## src/rtl/wmask_pkg.sv

```systemverilog
package wmask_pkg;
  localparam int HALF_W = 16;
  localparam int WORD_W = 2 * HALF_W;

  typedef logic [HALF_W-1:0] half_t;

  // Upper half: per-bit enables; lower half: new bit values.
  typedef struct packed {
    half_t mask;
    half_t val;
  } wr_word_t;
endpackage

```

## src/rtl/wmask_merge.sv

```systemverilog
module wmask_merge
  import wmask_pkg::*;
(
  input  half_t    cur,
  input  wr_word_t wr,
  output half_t    nxt
);
  always_comb nxt = (cur & ~wr.mask) | (wr.val & wr.mask);
endmodule

```

## src/rtl/wmask_word.sv

```systemverilog
module wmask_word
  import wmask_pkg::*;
(
  input  logic     clk,
  input  logic     rst,
  input  logic     we,
  input  wr_word_t wr,
  output half_t    q
);
  half_t nxt;

  wmask_merge u_merge (
    .cur (q),
    .wr  (wr),
    .nxt (nxt)
  );

  always_ff @(posedge clk) begin
    if (rst)     q <= '0;
    else if (we) q <= nxt;
  end
endmodule

```

## src/rtl/wmask_rdmux.sv

```systemverilog
module wmask_rdmux
  import wmask_pkg::*;
#(
  parameter int N_CTRL   = 6,
  parameter int ADDR_W   = 4,
  parameter int STAT_IDX = 8,
  parameter int STAT_W   = 8
) (
  input  logic                     clk,
  input  logic                     rst,
  input  logic [ADDR_W-1:0]        rd_addr,
  input  logic [N_CTRL*HALF_W-1:0] ctrl_flat,
  input  logic [STAT_W-1:0]        status_in,
  output logic [WORD_W-1:0]        rd_data
);
  logic [WORD_W-1:0] rd_nxt;

  always_comb begin
    rd_nxt = '0;
    if (rd_addr == ADDR_W'(STAT_IDX)) begin
      rd_nxt[STAT_W-1:0] = status_in;
    end else begin
      for (int i = 0; i < N_CTRL; i++) begin
        if (rd_addr == ADDR_W'(i)) rd_nxt[HALF_W-1:0] = ctrl_flat[i*HALF_W +: HALF_W];
      end
    end
  end

  always_ff @(posedge clk) begin
    if (rst) rd_data <= '0;
    else     rd_data <= rd_nxt;
  end
endmodule

```

## src/rtl/wmask_bank.sv

```systemverilog
module wmask_bank
  import wmask_pkg::*;
#(
  parameter int N_CTRL   = 6,
  parameter int ADDR_W   = 4,
  parameter int STAT_IDX = 8,
  parameter int STAT_W   = 8,
  parameter int LANE_IDX = 1,
  parameter int TP_IDX   = 5,
  parameter int LANES    = 4,
  localparam int FLAT_W  = N_CTRL * HALF_W
) (
  input  logic              clk,
  input  logic              rst,
  input  logic              wr_valid,
  input  logic [ADDR_W-1:0] wr_addr,
  input  logic [31:0]       wr_data,
  input  logic [ADDR_W-1:0] rd_addr,
  output logic [31:0]       rd_data,
  input  logic [STAT_W-1:0] status_in,
  output logic [FLAT_W-1:0] ctrl_flat,
  output logic [LANES-1:0]  lane_en,
  output logic [LANES-1:0]  rx_force,
  output logic [LANES-1:0]  stop_force,
  output logic [LANES-1:0]  turn_off,
  output logic [7:0]        tp_din,
  output logic              tp_en,
  output logic              tp_clk,
  output logic              tp_clr
);
  wr_word_t wr_s;
  half_t    lane_w;
  half_t    tp_w;

  assign wr_s = wr_data;

  for (genvar g = 0; g < N_CTRL; g++) begin : g_word
    logic hit;
    assign hit = wr_valid && (wr_addr == ADDR_W'(g));
    wmask_word u_word (
      .clk (clk),
      .rst (rst),
      .we  (hit),
      .wr  (wr_s),
      .q   (ctrl_flat[g*HALF_W +: HALF_W])
    );
  end

  wmask_rdmux #(
    .N_CTRL   (N_CTRL),
    .ADDR_W   (ADDR_W),
    .STAT_IDX (STAT_IDX),
    .STAT_W   (STAT_W)
  ) u_rd (
    .clk       (clk),
    .rst       (rst),
    .rd_addr   (rd_addr),
    .ctrl_flat (ctrl_flat),
    .status_in (status_in),
    .rd_data   (rd_data)
  );

  // Field views of the lane word and the test-port word.
  assign lane_w     = ctrl_flat[LANE_IDX*HALF_W +: HALF_W];
  assign lane_en    = lane_w[0*LANES +: LANES];
  assign rx_force   = lane_w[1*LANES +: LANES];
  assign stop_force = lane_w[2*LANES +: LANES];
  assign turn_off   = lane_w[3*LANES +: LANES];

  assign tp_w   = ctrl_flat[TP_IDX*HALF_W +: HALF_W];
  assign tp_din = tp_w[7:0];
  assign tp_en  = tp_w[8];
  assign tp_clk = tp_w[9];
  assign tp_clr = tp_w[10];
endmodule

```

## config.mk

```make
export PLATFORM = sky130hd
export DESIGN_NAME = wmask_bank
export DESIGN_NICKNAME = d
export VERILOG_FILES = /design/src/rtl/wmask_pkg.sv /design/src/rtl/wmask_merge.sv /design/src/rtl/wmask_word.sv /design/src/rtl/wmask_rdmux.sv /design/src/rtl/wmask_bank.sv
export SDC_FILE = /design/constraint.sdc
export NUM_CORES = 1
export LEC_CHECK = 0
export ABC_AREA = 1
export BUFFER_PORTS_ARGS = -buffer_cell sky130_fd_sc_hd__buf_2
export CORE_ASPECT_RATIO = 1.5
export CORE_MARGIN = 2
export CORE_UTILIZATION = 53
export CTS_CLUSTER_DIAMETER = 40
export CTS_CLUSTER_SIZE = 14
export DETAILED_ROUTE_END_ITERATION = 10
export MAX_ROUTING_LAYER = met4
export PLACE_DENSITY_LB_ADDON = 0.1
export SKIP_CTS_REPAIR_TIMING = 1
export SYNTH_ARGS = -nofsm -noshare
export SYNTH_HDL_FRONTEND = slang
export SYNTH_SLANG_ARGS = --single-unit
```

## constraint.sdc

```tcl
create_clock -name clk -period 2.5 [get_ports clk]
set_input_delay 0.125 -clock clk [delete_from_list [all_inputs] [get_ports clk]]
set_output_delay 0.125 -clock clk [all_outputs]
set_load 0.05 [all_outputs]
```

======== Yosys cells after proc, flatten, opt, wreduce, memory -nomap -nowiden ========
Index checks and enable logic that the tools add are counted.
storage, ports and cells
  register bits ........................... 128
  bits of input ports ..................... 51
  output and inout bits ................... 155
  logic and storage cells ................. 50
operators by class
  equal/unequal tests ..................... 11
  muxes and demuxes ....................... 7
  bitwise logic cells ..................... 14
  reductions and logical operators ........ 9
operator list
  cell                  number
  $and A16 B16 Y16      7
  $mux W16              6
  $or A16 B16 Y16       6
  $eq A4 B2 Y1 const B  4
  $eq A4 B3 Y1 const B  4
  $not A16 Y16          1
  $eq A4 B1 Y1 const B  2
  $logic_not A4 Y1      2
  $mux W8               1
  $logic_and A1 B1 Y1   6
  $eq A4 B4 Y1 const B  1
  $reduce_or A2 Y1      1

======== Longest topological paths before layout ========
  depth in word-level cells ............... 8
  gate-level depth with buffers ........... 10
  depth with buffers taken out ............ 10

======== Modules after synthesis ========
From an unflattened synthesis, not the netlist that was laid out.
unflattened totals
  cell total of the unflattened synthesis .. 1277
  area total of the unflattened synthesis .. 7130.6 um2
modules (own cells, without submodules)
  module       instances  cells an instance  area an instance (um2)  seq. area each (um2)
  wmask_word   6          101                670.6                   320.3
  wmask_merge  6          64                 240.2                   0.0
  wmask_rdmux  1          244                1395.1                  320.3
  wmask_bank   1          43                 270.3                   0.0

======== Worst setup path before layout ========
Ideal clock, no wire load.
  kind .................................... input to register
  start point ............................. in wr_addr[2]
  end point ............................... reg (tool-made name)
  setup time .............................. 0.119 ns
  arrival time ............................ 1.057 ns
  required time ........................... 2.381 ns
  setup slack ............................. 1.323 ns
  stages .................................. 7
  path buffers ............................ 1
  cell sequence ........................... nor2_1 > inv_2 > nor3_4 > buf_4 > nand2_1 > o21ai_0 > a21oi_1
RTL lines
  item         line              RTL
  from (decl)  wmask_bank.sv:16  input logic [ADDR_W-1:0] wr_addr,

======== Worst setup path in the final report ========
  start point ............................. in rd_addr[3]
  end point ............................... reg u_rd.rd_data[1]
between the ends
  longest elaborated chain between the ends .. 8
ends and longest elaborated chain
  item                    line               RTL
  from (decl)             wmask_bank.sv:18   input logic [ADDR_W-1:0] rd_addr,
  $logic_not A4 Y1        wmask_rdmux.sv:24  if (rd_addr == ADDR_W'(i)) rd_nxt[HALF_W-1:0] = ctrl_flat[i*HALF_W +: HALF_W];
  $mux W16 (6 in series)  wmask_rdmux.sv:24
  $mux W8 *               wmask_rdmux.sv:20  if (rd_addr == ADDR_W'(STAT_IDX)) begin
  to (signal assigned)    wmask_rdmux.sv:31  else rd_data <= rd_nxt;
  to (decl)               wmask_rdmux.sv:14  output logic [WORD_W-1:0] rd_data
Every way passes the cells marked *; elsewhere a longest branch is shown, timed or not.
A chain may end at the register's enable or synchronous reset.

==> reports/results.txt <==
The run finished with clean final reports. For this block, the routed nets add up to 16.9 mm of wire. In this run, the number of DRC markers left after iteration 0 of detailed routing was 340.

Setup slack closes at 937 ps. Area occupied by multi-input gates: 2460 sq um. Clock latency on the worst-skew pair, taken at its later pin, is 350 ps. TritonCTS built the clock tree. IR analysis of the VDD net gives a maximum drop of 419 uV. Global routing used 30.8% of the available tracks across all layers.

Synthesis produced 763 cells. Buffers placed on the I/O ports in this run total 189. In the routed layout, each cell is associated on average with a via count of 5.56.

The most frequent cell after synthesis was nand2_1. The tools report the cell at the root of the clock tree as clkbuf_16. The number of remaining DRC errors was 0; the number of nets in the final layout was 956. Data arrives at the worst endpoint at 1860 ps. The H-tree was split into 3 levels. The floorplan step defined a die boundary enclosing 11100 sq um.

Along the worst path, the maximum fanout reaches 13. The logs give 24 for the number of distinct standard cells referenced by the synthesized netlist and 2240 sq um for the sequential cell area. The initialized floorplan defines 45 standard-cell rows.

The number of cells on the worst reg-to-reg path is 6. Number of endpoints failing setup at the final stage: 0. The share of layout cells above drive strength 1 came out at 26.2%. Summed over its instances, the top area cell type makes up 41.3% of the synthesized netlist area. The via count of the first global-routing pass is 5303.

Predominant post-synthesis flop cell: dfxtp_1. For this run, the top clock speed supported by timing is 640 MHz. The first-pass GRT wire length came out at 25.9 mm. The count of nets left with antenna violations after detail routing came out at 0. Element type at the critical path end: a register. At the pin with the least slew margin, the transition time is 875 ps. On the worst path, the slowest cell contributes a delay of 540 ps.

The run gives 49.3% as the part of the power in registers. The internal power of the cells totals 2710 uW. For this design the ratio of total power to cell area is 570 nW/um^2. Between clock sinks in the finished design, the worst skew comes to 4.82 ps. The worst pin sits at a relative slew slack of 41.5%. The die is 128 um tall.

The worst slack at placement was 589 ps. Cell at the slowest stage of the critical path: nand2_1. Summed over all cells, the static leakage comes to 0.00291 uW. The critical path crosses 8 cells after its start point.

Shortest clock period the worst path allows after layout: 1560 ps. In this run, the combinational gates consume 11.0% of the power. The register clock-pin slew on the reported worst setup and hold paths was 70 ps; the switching part of the total power was 26.4%. After floorplanning, the core was sized to cover 10100 sq um. The combined buffer and inverter count along the critical path works out to 1. Broken down by cell family, the worst path's largest delay share belongs to simple AND/OR/NAND/NOR gates. Counting flops and latches in the post-synthesis netlist gives 112. In this run the power spent charging and discharging nets is 971 uW. Die boundary width: 86.7 um.

The tools report the sum of net half-perimeters after detailed placement as 11.7 mm. The initial utilization of the core area, before any placement, comes to 53.9%. The pre-antenna-repair detailed-routing pass consisted of 5 iterations. Dividing the detail-routed wire length by the instance count gives 16.4 um. Clock tree synthesis found a total of 112 sinks. The clock passes through at most 2 buffers. The final clock period utilization by the worst path is 62.5%, and the global placement routability congestion is 0.924. The worst min-delay path class is in2reg. The critical path launch point type is an input port. After synthesis, the share of flip-flops with an asynchronous set or reset is 0%. Entering global routing, the biggest net connects 63 pins.

The mean post-synth cell area was 7.12 sq um. Number of antenna violations at the first check in global routing: 0. Setup repair after global routing left no endpoint under its margin.

Among the stages of the critical path, the cell type that occurs most often is nand2_1. The portion of the post-synthesis area used by sequential elements is 41.3%. The start-to-end type of the worst setup path was in2reg. At the end of the flow the core is filled with cells to 64.0%. Max-slew violation count: 0. Adding up every negative setup slack in the final design gives 0 ps.

The CTS buffer count was 9; the vias after detailed routing was 5712. After routing the design area is 6450 sq um. The max-capacitance violation count came out at 0. The run gives 5430 sq um as the area of the mapped netlist. By area the synthesized netlist is led by dfxtp_1, nand2_1, a21oi_1, o21ai_0, nand3_1. The clock network power share came out at 39.8%. The number of enable flip-flop cells after synthesis works out to 0. At the worst endpoint, the required time is 2800 ps.

The repair_antennas step left the layout with diodes totalling 0. By count the netlist is led by nand2_1, dfxtp_1, a21oi_1. The number of top-level pins was 206. The tools report the number of fill cells in the layout as 893.

Of all cell types, the one taking the most synthesized area is dfxtp_1. The total global routing overflow came out at 0. The total power is 3680 uW, and the layout overhead on the synthesized area is 18.7%. The number of cells on the worst hold path is 3, and the hold violation count in the final report is 0. The critical path goes through buf_2 > nor2_1 > nand2_1 > o21ai_0 > nor2_1 > nand2_1 > nand2_1 > nand2_1. Yosys printed 0 warnings.

For flop-to-flop paths, the worst setup slack is 1590 ps. The run gives 6150 sq um as the placed cell area.
## cell type report
class | count | share of cell area, %
Multi-Input combinational cell | 513 | 38.2
Sequential cell | 112 | 34.7
Timing Repair Buffer | 200 | 16.1
Clock buffer | 13 | 4.03
Inverter | 69 | 4.01
Tap cell | 117 | 2.27
Clock inverter | 3 | 0.621
## cell families after synthesis
group | Yosys count | share of synthesized area [%]
other | 1 | 0.0690
flip-flops | 112 | 41.3
buffers and inverters | 153 | 14.5
AO/OA/AOI/OAI | 195 | 19.7
AND/OR/NAND/NOR | 302 | 24.5
## per-stage QoR
step | instances | hold slack, ps
after CTS | 1027 | 28.5
after detailed placement | 1011 | 389
after global routing | 1027 | 53.5
after floorplan | 778 | 263
final | 1027 | 35.0
after global placement | 1011 | 400
## power groups by stage
stage	sequential [uW]	combinational, uW	clock (uW)
floorplan	1910	233	0
global placement	1850	392	0
detailed placement	1850	397	0
CTS	1810	398	1480
global route	1810	432	1550
finish	1810	403	1460
## routing by layer
metal / routed length (um) / vias to the layer above / GRT usage (%)
li1: - / 2743 / -
met1: 6490 / 2624 / 35.8
met2: 8460 / 308 / 51.4
met3: 1400 / 37 / 4.70
met4: 506 / 0 / 15.0
met5: 0 / - / -
## cells in the final DEF (no fill, tap or decap), drive strengths merged
| cell | synthesis | routed |
|---|---|---|
| a21oi | 84 | 84 |
| a31oi | 8 | 8 |
| buf | 68 | 200 |
| bufinv | 0 | 1 |
| clkbuf | 16 | 13 |
| clkinv | 1 | 3 |
| conb | 1 | 16 |
| dfxtp | 112 | 112 |
| inv | 68 | 68 |
| nand2 | 162 | 162 |
| nand3 | 77 | 77 |
| nand3b | 3 | 3 |
| nand4 | 3 | 3 |
| nor2 | 45 | 45 |
| nor3 | 12 | 12 |
| o21ai | 94 | 94 |
| o311a | 9 | 9 |
## path summary, 6_finish.rpt
| check | start | endpoint |
|---|---|---|
| min | status_in[1] | u_rd.rd_data[1] |
| max | rd_addr[3] | u_rd.rd_data[1] |
| min reg2reg | register | register |
| max reg2reg | register | u_rd.rd_data[6] |
## worst reg2reg max path: stages (launching register included)
cell and delay [ps]:
dfxtp_1 350, nand3_1 100, nand3_1 70, nor2_1 110, nand4_1 90, nand2_1 70
inv_1 30
Power figures use the tool's default switching activity.
